### src/rtl/strobe_mem_pkg.sv
package strobe_mem_pkg;

  // Data bus geometry: two byte lanes, one per byte strobe
  localparam int BUS_W  = 16;
  localparam int LANE_W = 8;
  localparam int LANES  = BUS_W / LANE_W;

  // Strobes from the control to the datapath
  typedef struct packed {
    logic capture;    // a cycle opens on this edge
    logic captureWr;  // the opening cycle is a write
    logic commit;     // posted write lands in the array on this edge
  } ctrlStrobes_t;

endpackage

### src/rtl/strobe_mem_ctrl.sv
module strobe_mem_ctrl
  import strobe_mem_pkg::*;
(
  input  logic         clk,
  input  logic         rstN,
  input  logic         asN,
  input  logic         rwN,
  input  logic         udsN,
  input  logic         ldsN,
  output ctrlStrobes_t strobes,
  output logic         dtackN,
  output logic         rdOe
);

  typedef enum logic [0:0] {ST_IDLE, ST_ACKED} ctrlState_t;

  ctrlState_t stateQ, stateNext;
  logic       cycReadQ, cycReadNext;
  logic       pendWrQ;
  logic       anyLane;
  logic       startCyc;

  always_comb begin
    anyLane     = !udsN || !ldsN;
    startCyc    = (stateQ == ST_IDLE) && !asN && anyLane;
    stateNext   = stateQ;
    cycReadNext = cycReadQ;
    unique case (stateQ)
      ST_IDLE: begin
        if (startCyc) begin
          stateNext   = ST_ACKED;
          cycReadNext = rwN;
        end
      end
      ST_ACKED: begin
        if (asN) begin
          stateNext = ST_IDLE;
        end
      end
      default: stateNext = ST_IDLE;
    endcase
  end

  always_ff @(posedge clk) begin
    if (!rstN) begin
      stateQ   <= ST_IDLE;
      cycReadQ <= 1'b0;
      pendWrQ  <= 1'b0;
    end else begin
      stateQ   <= stateNext;
      cycReadQ <= cycReadNext;
      pendWrQ  <= startCyc && !rwN;
    end
  end

  always_comb begin
    strobes.capture   = startCyc;
    strobes.captureWr = startCyc && !rwN;
    strobes.commit    = pendWrQ;
  end

  assign dtackN = (stateQ != ST_ACKED);
  // Drive only while the master still holds the strobe
  assign rdOe   = (stateQ == ST_ACKED) && cycReadQ && !asN;

  // acknowledge only answers an address strobe with a byte lane
  assert_ack_needs_strobe_R2: assert property (@(posedge clk) disable iff (!rstN)
    $fell(dtackN) |-> $past(!asN && (!udsN || !ldsN)));

  // bus driven only inside an acknowledged, strobed cycle
  assert_oe_in_cycle_R4: assert property (@(posedge clk) disable iff (!rstN)
    rdOe |-> (!dtackN && !asN));

  // strobe seen high while acknowledged closes the cycle
  assert_ack_release_R5: assert property (@(posedge clk) disable iff (!rstN)
    (!dtackN && asN) |=> dtackN);

  // a commit follows a write capture by exactly one edge
  assert_commit_after_capture_R7: assert property (@(posedge clk) disable iff (!rstN)
    strobes.captureWr |=> strobes.commit);

endmodule

### src/rtl/strobe_mem_dpath.sv
module strobe_mem_dpath
  import strobe_mem_pkg::*;
#(
  parameter int ADDR_W    = 23,
  parameter int FC_W      = 3,
  parameter int MEM_WORDS = 64
) (
  input  logic              clk,
  input  logic              rstN,
  input  ctrlStrobes_t      strobes,
  input  logic              rwN,
  input  logic              udsN,
  input  logic              ldsN,
  input  logic [ADDR_W-1:0] busAddr,
  input  logic [FC_W-1:0]   fc,
  input  logic [BUS_W-1:0]  wrData,
  output logic [BUS_W-1:0]  rdWord,
  output logic [FC_W-1:0]   cycleFc
);

  localparam int IDX_W = (MEM_WORDS > 1) ? $clog2(MEM_WORDS) : 1;

  logic [IDX_W-1:0] capIdx;
  logic [LANES-1:0] laneSel;
  logic [BUS_W-1:0] laneFetch;

  // Posted write buffer
  logic [IDX_W-1:0] postIdxQ;
  logic [BUS_W-1:0] postDataQ;
  logic [LANES-1:0] postLaneQ;

  assign capIdx  = busAddr[IDX_W-1:0];
  assign laneSel = {!udsN, !ldsN};

  always_ff @(posedge clk) begin
    if (!rstN) begin
      postIdxQ  <= '0;
      postDataQ <= '0;
      postLaneQ <= '0;
    end else if (strobes.captureWr) begin
      postIdxQ  <= capIdx;
      postDataQ <= wrData;
      postLaneQ <= laneSel;
    end
  end

  // One storage column per byte lane
  for (genvar l = 0; l < LANES; l++) begin : g_lane
    logic [LANE_W-1:0] laneMem [MEM_WORDS];

    always_ff @(posedge clk) begin
      if (!rstN) begin
        for (int w = 0; w < MEM_WORDS; w++) begin
          laneMem[w] <= '0;
        end
      end else if (strobes.commit && postLaneQ[l]) begin
        laneMem[postIdxQ] <= postDataQ[l*LANE_W +: LANE_W];
      end
    end

    assign laneFetch[l*LANE_W +: LANE_W] = laneMem[capIdx];
  end

  always_ff @(posedge clk) begin
    if (!rstN) begin
      rdWord  <= '0;
      cycleFc <= '0;
    end else if (strobes.capture) begin
      cycleFc <= fc;
      if (rwN) begin
        rdWord <= laneFetch;
      end
    end
  end

  // a posted write never shares an edge with a new capture
  assert_commit_before_next_R8: assert property (@(posedge clk) disable iff (!rstN)
    strobes.commit |-> !strobes.capture);

  // the registered function code moves only when a cycle opens
  assert_fc_hold_R9: assert property (@(posedge clk) disable iff (!rstN)
    !strobes.capture |=> $stable(cycleFc));

  // a posted buffer always names at least one byte lane
  assert_post_has_lane_R7: assert property (@(posedge clk) disable iff (!rstN)
    strobes.commit |-> (postLaneQ != '0));

endmodule

### src/rtl/strobe_mem_slave.sv
module strobe_mem_slave
  import strobe_mem_pkg::*;
#(
  parameter int ADDR_W    = 23,
  parameter int FC_W      = 3,
  parameter int MEM_WORDS = 64
) (
  input  logic              clk,
  input  logic              rstN,
  input  logic              asN,
  input  logic              rwN,
  input  logic              udsN,
  input  logic              ldsN,
  input  logic [ADDR_W-1:0] busAddr,
  input  logic [FC_W-1:0]   fc,
  input  logic [BUS_W-1:0]  wrData,
  output logic              dtackN,
  output logic [BUS_W-1:0]  rdData,
  output logic              rdOe,
  output logic [FC_W-1:0]   cycleFc
);

  ctrlStrobes_t     strobes;
  logic [BUS_W-1:0] rdWord;

  strobe_mem_ctrl i_ctrl (
    .clk     (clk),
    .rstN    (rstN),
    .asN     (asN),
    .rwN     (rwN),
    .udsN    (udsN),
    .ldsN    (ldsN),
    .strobes (strobes),
    .dtackN  (dtackN),
    .rdOe    (rdOe)
  );

  strobe_mem_dpath #(
    .ADDR_W    (ADDR_W),
    .FC_W      (FC_W),
    .MEM_WORDS (MEM_WORDS)
  ) i_dpath (
    .clk     (clk),
    .rstN    (rstN),
    .strobes (strobes),
    .rwN     (rwN),
    .udsN    (udsN),
    .ldsN    (ldsN),
    .busAddr (busAddr),
    .fc      (fc),
    .wrData  (wrData),
    .rdWord  (rdWord),
    .cycleFc (cycleFc)
  );

  assign rdData = rdOe ? rdWord : '0;

  // nothing on the data bus while it is released
  assert_bus_quiet_R4: assert property (@(posedge clk) disable iff (!rstN)
    !rdOe |-> (rdData == '0));

endmodule

### config.mk
export PLATFORM = sky130hd
export DESIGN_NAME = strobe_mem_slave
export DESIGN_NICKNAME = d
export VERILOG_FILES = /design/src/rtl/strobe_mem_pkg.sv /design/src/rtl/strobe_mem_ctrl.sv /design/src/rtl/strobe_mem_dpath.sv /design/src/rtl/strobe_mem_slave.sv
export SDC_FILE = /design/constraint.sdc
export NUM_CORES = 2
export LEC_CHECK = 0
export BUFFER_PORTS_ARGS = -buffer_cell sky130_fd_sc_hd__buf_2
export CAP_MARGIN = 20
export CORE_UTILIZATION = 40
export DETAILED_ROUTE_END_ITERATION = 8
export GPL_ROUTABILITY_DRIVEN = 0
export PLACE_DENSITY = 0.55
export SYNTH_ARGS = -nofsm -noshare
export SYNTH_HDL_FRONTEND = slang
export SYNTH_SLANG_ARGS = --single-unit
### constraint.sdc
create_clock -name clk -period 6.25 [get_ports clk]
set_input_delay 0.3125 -clock clk [delete_from_list [all_inputs] [get_ports clk]]
set_output_delay 0.3125 -clock clk [all_outputs]
set_load 0.01 [all_outputs]
======== Word-level counts from Yosys, hierarchy flattened ========
Memory sizes are Yosys's and may differ from the RTL's. A register that Yosys moved wholly into a read port is not among the register bits.
Cells that the tools add are included.
cells by class
  mux-type cells .......................... 17
  bitwise gates (word level) .............. 1
  reduce and logical (&&, ||, !) cells .... 18
operator list
  operator           count
  $mux 16            1
  $mux 8             2
  $reduce_or 8->1    2
  $mux 6             2
  $mux 1             11
  $logic_and 1x1->1  7
  $logic_not 1->1    6
  $reduce_and 2->1   2
  $pmux 1 s2         1
  $logic_or 1x1->1   1
  $not 1->1          1
word-level totals
  register bits ........................... 30
  bits in writable memories ............... 1024
  input port bits ......................... 48
  logic and storage cells ................. 45
  memories ................................ 2
memories
  name                       words  bits a word  read ports  clocked after Yosys merged registers in  write ports  RTL line                source
  i_dpath.g_lane[0].laneMem  64     8            1           1                                        64           strobe_mem_dpath.sv:49  logic [LANE_W-1:0] laneMem [MEM_WORDS];
  i_dpath.g_lane[1].laneMem  64     8            1           1                                        64           strobe_mem_dpath.sv:49

======== Logic depth before layout (Yosys ltp) ========
  word-level depth ........................ 6
  depth in mapped cells ................... 9

======== Modules after synthesis ========
A second synthesis with hierarchy kept.
second synthesis, totals
  cells, all modules ...................... 3381
  area total of the unflattened synthesis .. 49112.1 µm²
modules (own cells, without submodules)
  module            times used  cells each  area each (µm²)
  strobe_mem_dpath  1           3349        48838.1
  strobe_mem_ctrl   1           15          147.6
  strobe_mem_slave  1           17          126.4

======== Worst setup path before layout ========
No wires, ideal clock.
  path type ............................... input to register
  start ................................... in rstN
  end ..................................... mem i_dpath.g_lane[1].laneMem[13][0] (enable)
  library setup time ...................... 0.384 ns
  data arrival time ....................... 1.928 ns
  required time ........................... 5.866 ns
  setup slack ............................. 3.938 ns
  stages .................................. 6
  path buffers ............................ 3
  cells stage by stage .................... buf_2 -> nand3_1 -> or3_1 -> clkbuf_1 -> clkbuf_1 -> o21ai_0
RTL lines
  item             RTL line                source
  start, declared  strobe_mem_slave.sv:9   input logic rstN,
  end, declared    strobe_mem_dpath.sv:49

==> run_results.csv <==
group,metric,value,unit
critical_path,slowest_stage,"o21ai_0",
global_routing,antenna_found_initial,4,
yosys,synth-edff-count,1024,
critical_path,r2r_cells,3,
layout,final_common_cell,"and2_1",
critical_path,critPathMaxFanout,89,
sta,setup_violations,0,
routing,vias_per_cell,5.40,
die,die-area,123000,um2
power,ir_drop,0.000240,V
global_routing,grt_use_met2,34.1,%
power,clockPowerShare,42.2,%
layout,finalNonFillerCells,5094,
die,initial_utilization,40.5,%
sta,drv_slew,0,
power,leakage,19.7,nW
power,p_int,12.3,mW
clocking,cts-root-buf,"clkbuf_16",
power,combPwrFrac,5.8,%
layout,fin_nets,3439,
worst_hold_path,worstHoldPathCells,3,
routing,drt-initial-drc-count,2342,
global_routing,use_met3,3.02,%
critical_path,endpoint_kind,"flop",
routing,drtPass1Iterations,6,
yosys,ys_seq_area_share,64.9,%
critical_path,worst_setup_path_start_kind,"primary input",
global_routing,use_met1,26.9,%
routing,wl,124,mm
die,coreArea,120000,um2
placement,dp_hpwl,80.3,mm
sta,finalHoldViolCount,0,
clocking,clkLatencyLatePin,0.70,ns
power,swShare,21.9,%
clocking,clkSinkCount,1070,
layout,fin_area,54900,um2
sta,slew_headroom,25.8,%
clocking,cts_hold_buf,23,
clocking,cts-htree-levels,3,
global_routing,grt_pass1_vias,28163,
routing,drc,0,
worst_hold_path,holdCritStartpoint,"fc[1]",
global_routing,grt-busiest-layer,"met2",
clocking,cts_tree,"built",
critical_path,rr_startpoint,"i_dpath.postLaneQ[1]$_SDFFE_PN0P_",
sta,finalCritPeriodShare,49.3,%
yosys,ys_ff_latch,1070,
yosys,ys_types,39,
yosys,synthCells,3334,
clocking,clk_pin_slew,0.06,ns
power,power,15.7,mW
yosys,ys_async_sr_fraction,0,%
placement,placed_area,50600,um2
critical_path,r2r-end,"i_dpath.g_lane[1].laneMem[60][3]$_SDFFCE_PN0P_",
sta,max_freq,325,MHz
routing,detail_route.wl_per_cell,24.3,um
routing,ant_nets,0,
flow_run,drv_cap,0,
critical_path,cp.arrival,3.38,ns
clocking,numCtsBuffers,110,
yosys,yosys_warnings,0,
power,power.density,287,nW/um2
routing,vias,27487,
sta,tns,0,ns
sta,final.min_clock_period,3.08,ns
run_status,status,"completed",
yosys,synth_area_per_cell,14.6,um2
clocking,post-cts-setup-buffers,0,
critical_path,r2r_slack,3.29,ns
yosys,syn_area,48800,um2
power,seqPwrFrac,51.9,%
placement,portBuffers,51,
layout,final_layout_size_suffix_gt1_share,17.3,%
die,die_w,351,um
placement,place_ws,2.48,ns
layout,fillerInstances,10603,
clocking,cts_max_path_buffers,3,
worst_hold_path,min_path_type,"primary input to flop",
global_routing,grt_first_pass_wirelength,183,mm
sta,fin_ws,3.17,ns
global_routing,grt_max_degree,101,
die,die_h,351,um
sta,skew,0.0293,ns
global_routing,grt_use_total,20.2,%
worst_hold_path,whs_endpoint,"i_dpath.cycleFc[1]$_SDFFE_PN0P_",
layout,final_cell_mix,"1044 x and2_1, 1024 x edfxtp_1, 206 x mux4_2",
yosys,ys.flop_type,"edfxtp_1",
critical_path,slowest_delay,1.17,ns
yosys,synth_fp_nets,3382,
die,rows,127,
clocking,cts_resized,0,
sta,worst_pin_slew,1.11,ns
global_routing,grt-ovfl-total,0,
sta,rsz0062_at_grt,"false",
critical_path,critical_path_class,"primary input to flop",
critical_path,cp-startpoint,"rstN",
critical_path,required,6.54,ns
placement,placedCellCount,4800,
layout,syn_to_final_growth,12.5,%
power,p_sw,3.44,mW
critical_path,path_cells,"buf_4 > and3_1 > nand4_1 > o21ai_0",
die,ios,69,
cells by family (layout without fill, tap and decap cells):
group | Yosys count | count (layout) | synth area share, %
AND/OR/NAND/NOR | 1281 | 1281 | 15.6
multiplexers | 341 | 341 | 12.3
buffers and inverters | 292 | 438 | 2.56
AO/OA/AOI/OAI | 350 | 350 | 4.59
other | 0 | 2 | 0
flip-flops | 1070 | 1070 | 64.9
power by group through the flow:
stage | sequential, mW | clock, mW | combinational [mW]
detailed placement | 8.33 | 0 | 0.889
global route | 8.19 | 7.01 | 0.973
finish | 8.17 | 6.64 | 0.915
floorplan | 8.26 | 0 | 0.585
global placement | 8.31 | 0 | 0.869
CTS | 8.18 | 6.76 | 0.901
state kept, by name, indices dropped and copies added (netlist names):
signal	flops
i_ctrl.cycReadQ	1
i_ctrl.pendWrQ	1
i_ctrl.stateQ	1
i_dpath.cycleFc	3
i_dpath.g_lane.laneMem	1024
i_dpath.postDataQ	16
i_dpath.postIdxQ	6
i_dpath.postLaneQ	2
i_dpath.rdWord	16
worst max path at each step:
| stage | to | slack [ns] | depth (start not counted) |
|---|---|---|---|
| floorplan | i_dpath.g_lane[1].laneMem[13][0]$_SDFFCE_PN0P_ | 3.94 | 6 |
| global placement | i_dpath.g_lane[1].laneMem[63][3]$_SDFFCE_PN0P_ | 2.57 | 4 |
| detailed placement | i_dpath.g_lane[0].laneMem[21][2]$_SDFFCE_PN0P_ | 2.48 | 4 |
| finish | i_dpath.g_lane[1].laneMem[60][3]$_SDFFCE_PN0P_ | 3.17 | 4 |
| global route | i_dpath.g_lane[1].laneMem[60][3]$_SDFFCE_PN0P_ | 3.03 | 4 |
| CTS | i_dpath.g_lane[1].laneMem[61][3]$_SDFFCE_PN0P_ | 3.15 | 3 |
cells in the mapped netlist, types with 16 or more instances:
master | number | share of area (%)
a221oi_1 | 48 | 0.86
and2_1 | 1044 | 13
mux4_2 | 206 | 9.5
o21ai_0 | 177 | 1.8
nor2_1 | 168 | 1.3
a22o_1 | 23 | 0.41
a21oi_1 | 19 | 0.20
dfxtp_1 | 46 | 1.9
clkbuf_1 | 232 | 1.8
edfxtp_1 | 1024 | 63
buf_2 | 24 | 0.25
mux2i_1 | 135 | 2.8
buf_4 | 16 | 0.25
a22oi_1 | 49 | 0.75
layout make-up:
cell class	instances	area (um2)	area share, %
Clock inverter	53	582	1.06
Inverter	4	15.0	0.0274
Sequential cell	1070	31700	57.8
Multi-Input combinational cell	1972	15900	29.0
Clock buffer	148	3030	5.52
Tap cell	1612	2020	3.68
Antenna cell	2	5.00	0.00912
Timing Repair Buffer	233	1630	2.96
stage by stage:
| stage | hold WS (ns) | util [%] |
|---|---|---|
| final | 0.0792 | 45.5 |
| after CTS | 0.0252 | 45.2 |
| after floorplan | 0.385 | - |
| after global placement | 0.438 | 42.0 |
| after global routing | 0.0688 | 45.5 |
| after detailed placement | 0.454 | 42.0 |
critical path: cells and delay by family:
kind                   cells  cell delay, ns
buffers and inverters      1            0.77
AO/OA/AOI/OAI              1            1.17
AND/OR/NAND/NOR            2            1.01
metal layers:
layer / share of wire [%] / vias to the layer above / routed length (um)
met5: 0.025 / - / 31
met2: 49 / 886 / 61000
met4: 2.4 / 4 / 2910
met1: 42 / 14013 / 52200
met3: 6.1 / 158 / 7520
li1: - / 12426 / -
(Power assumes the default switching activity.)
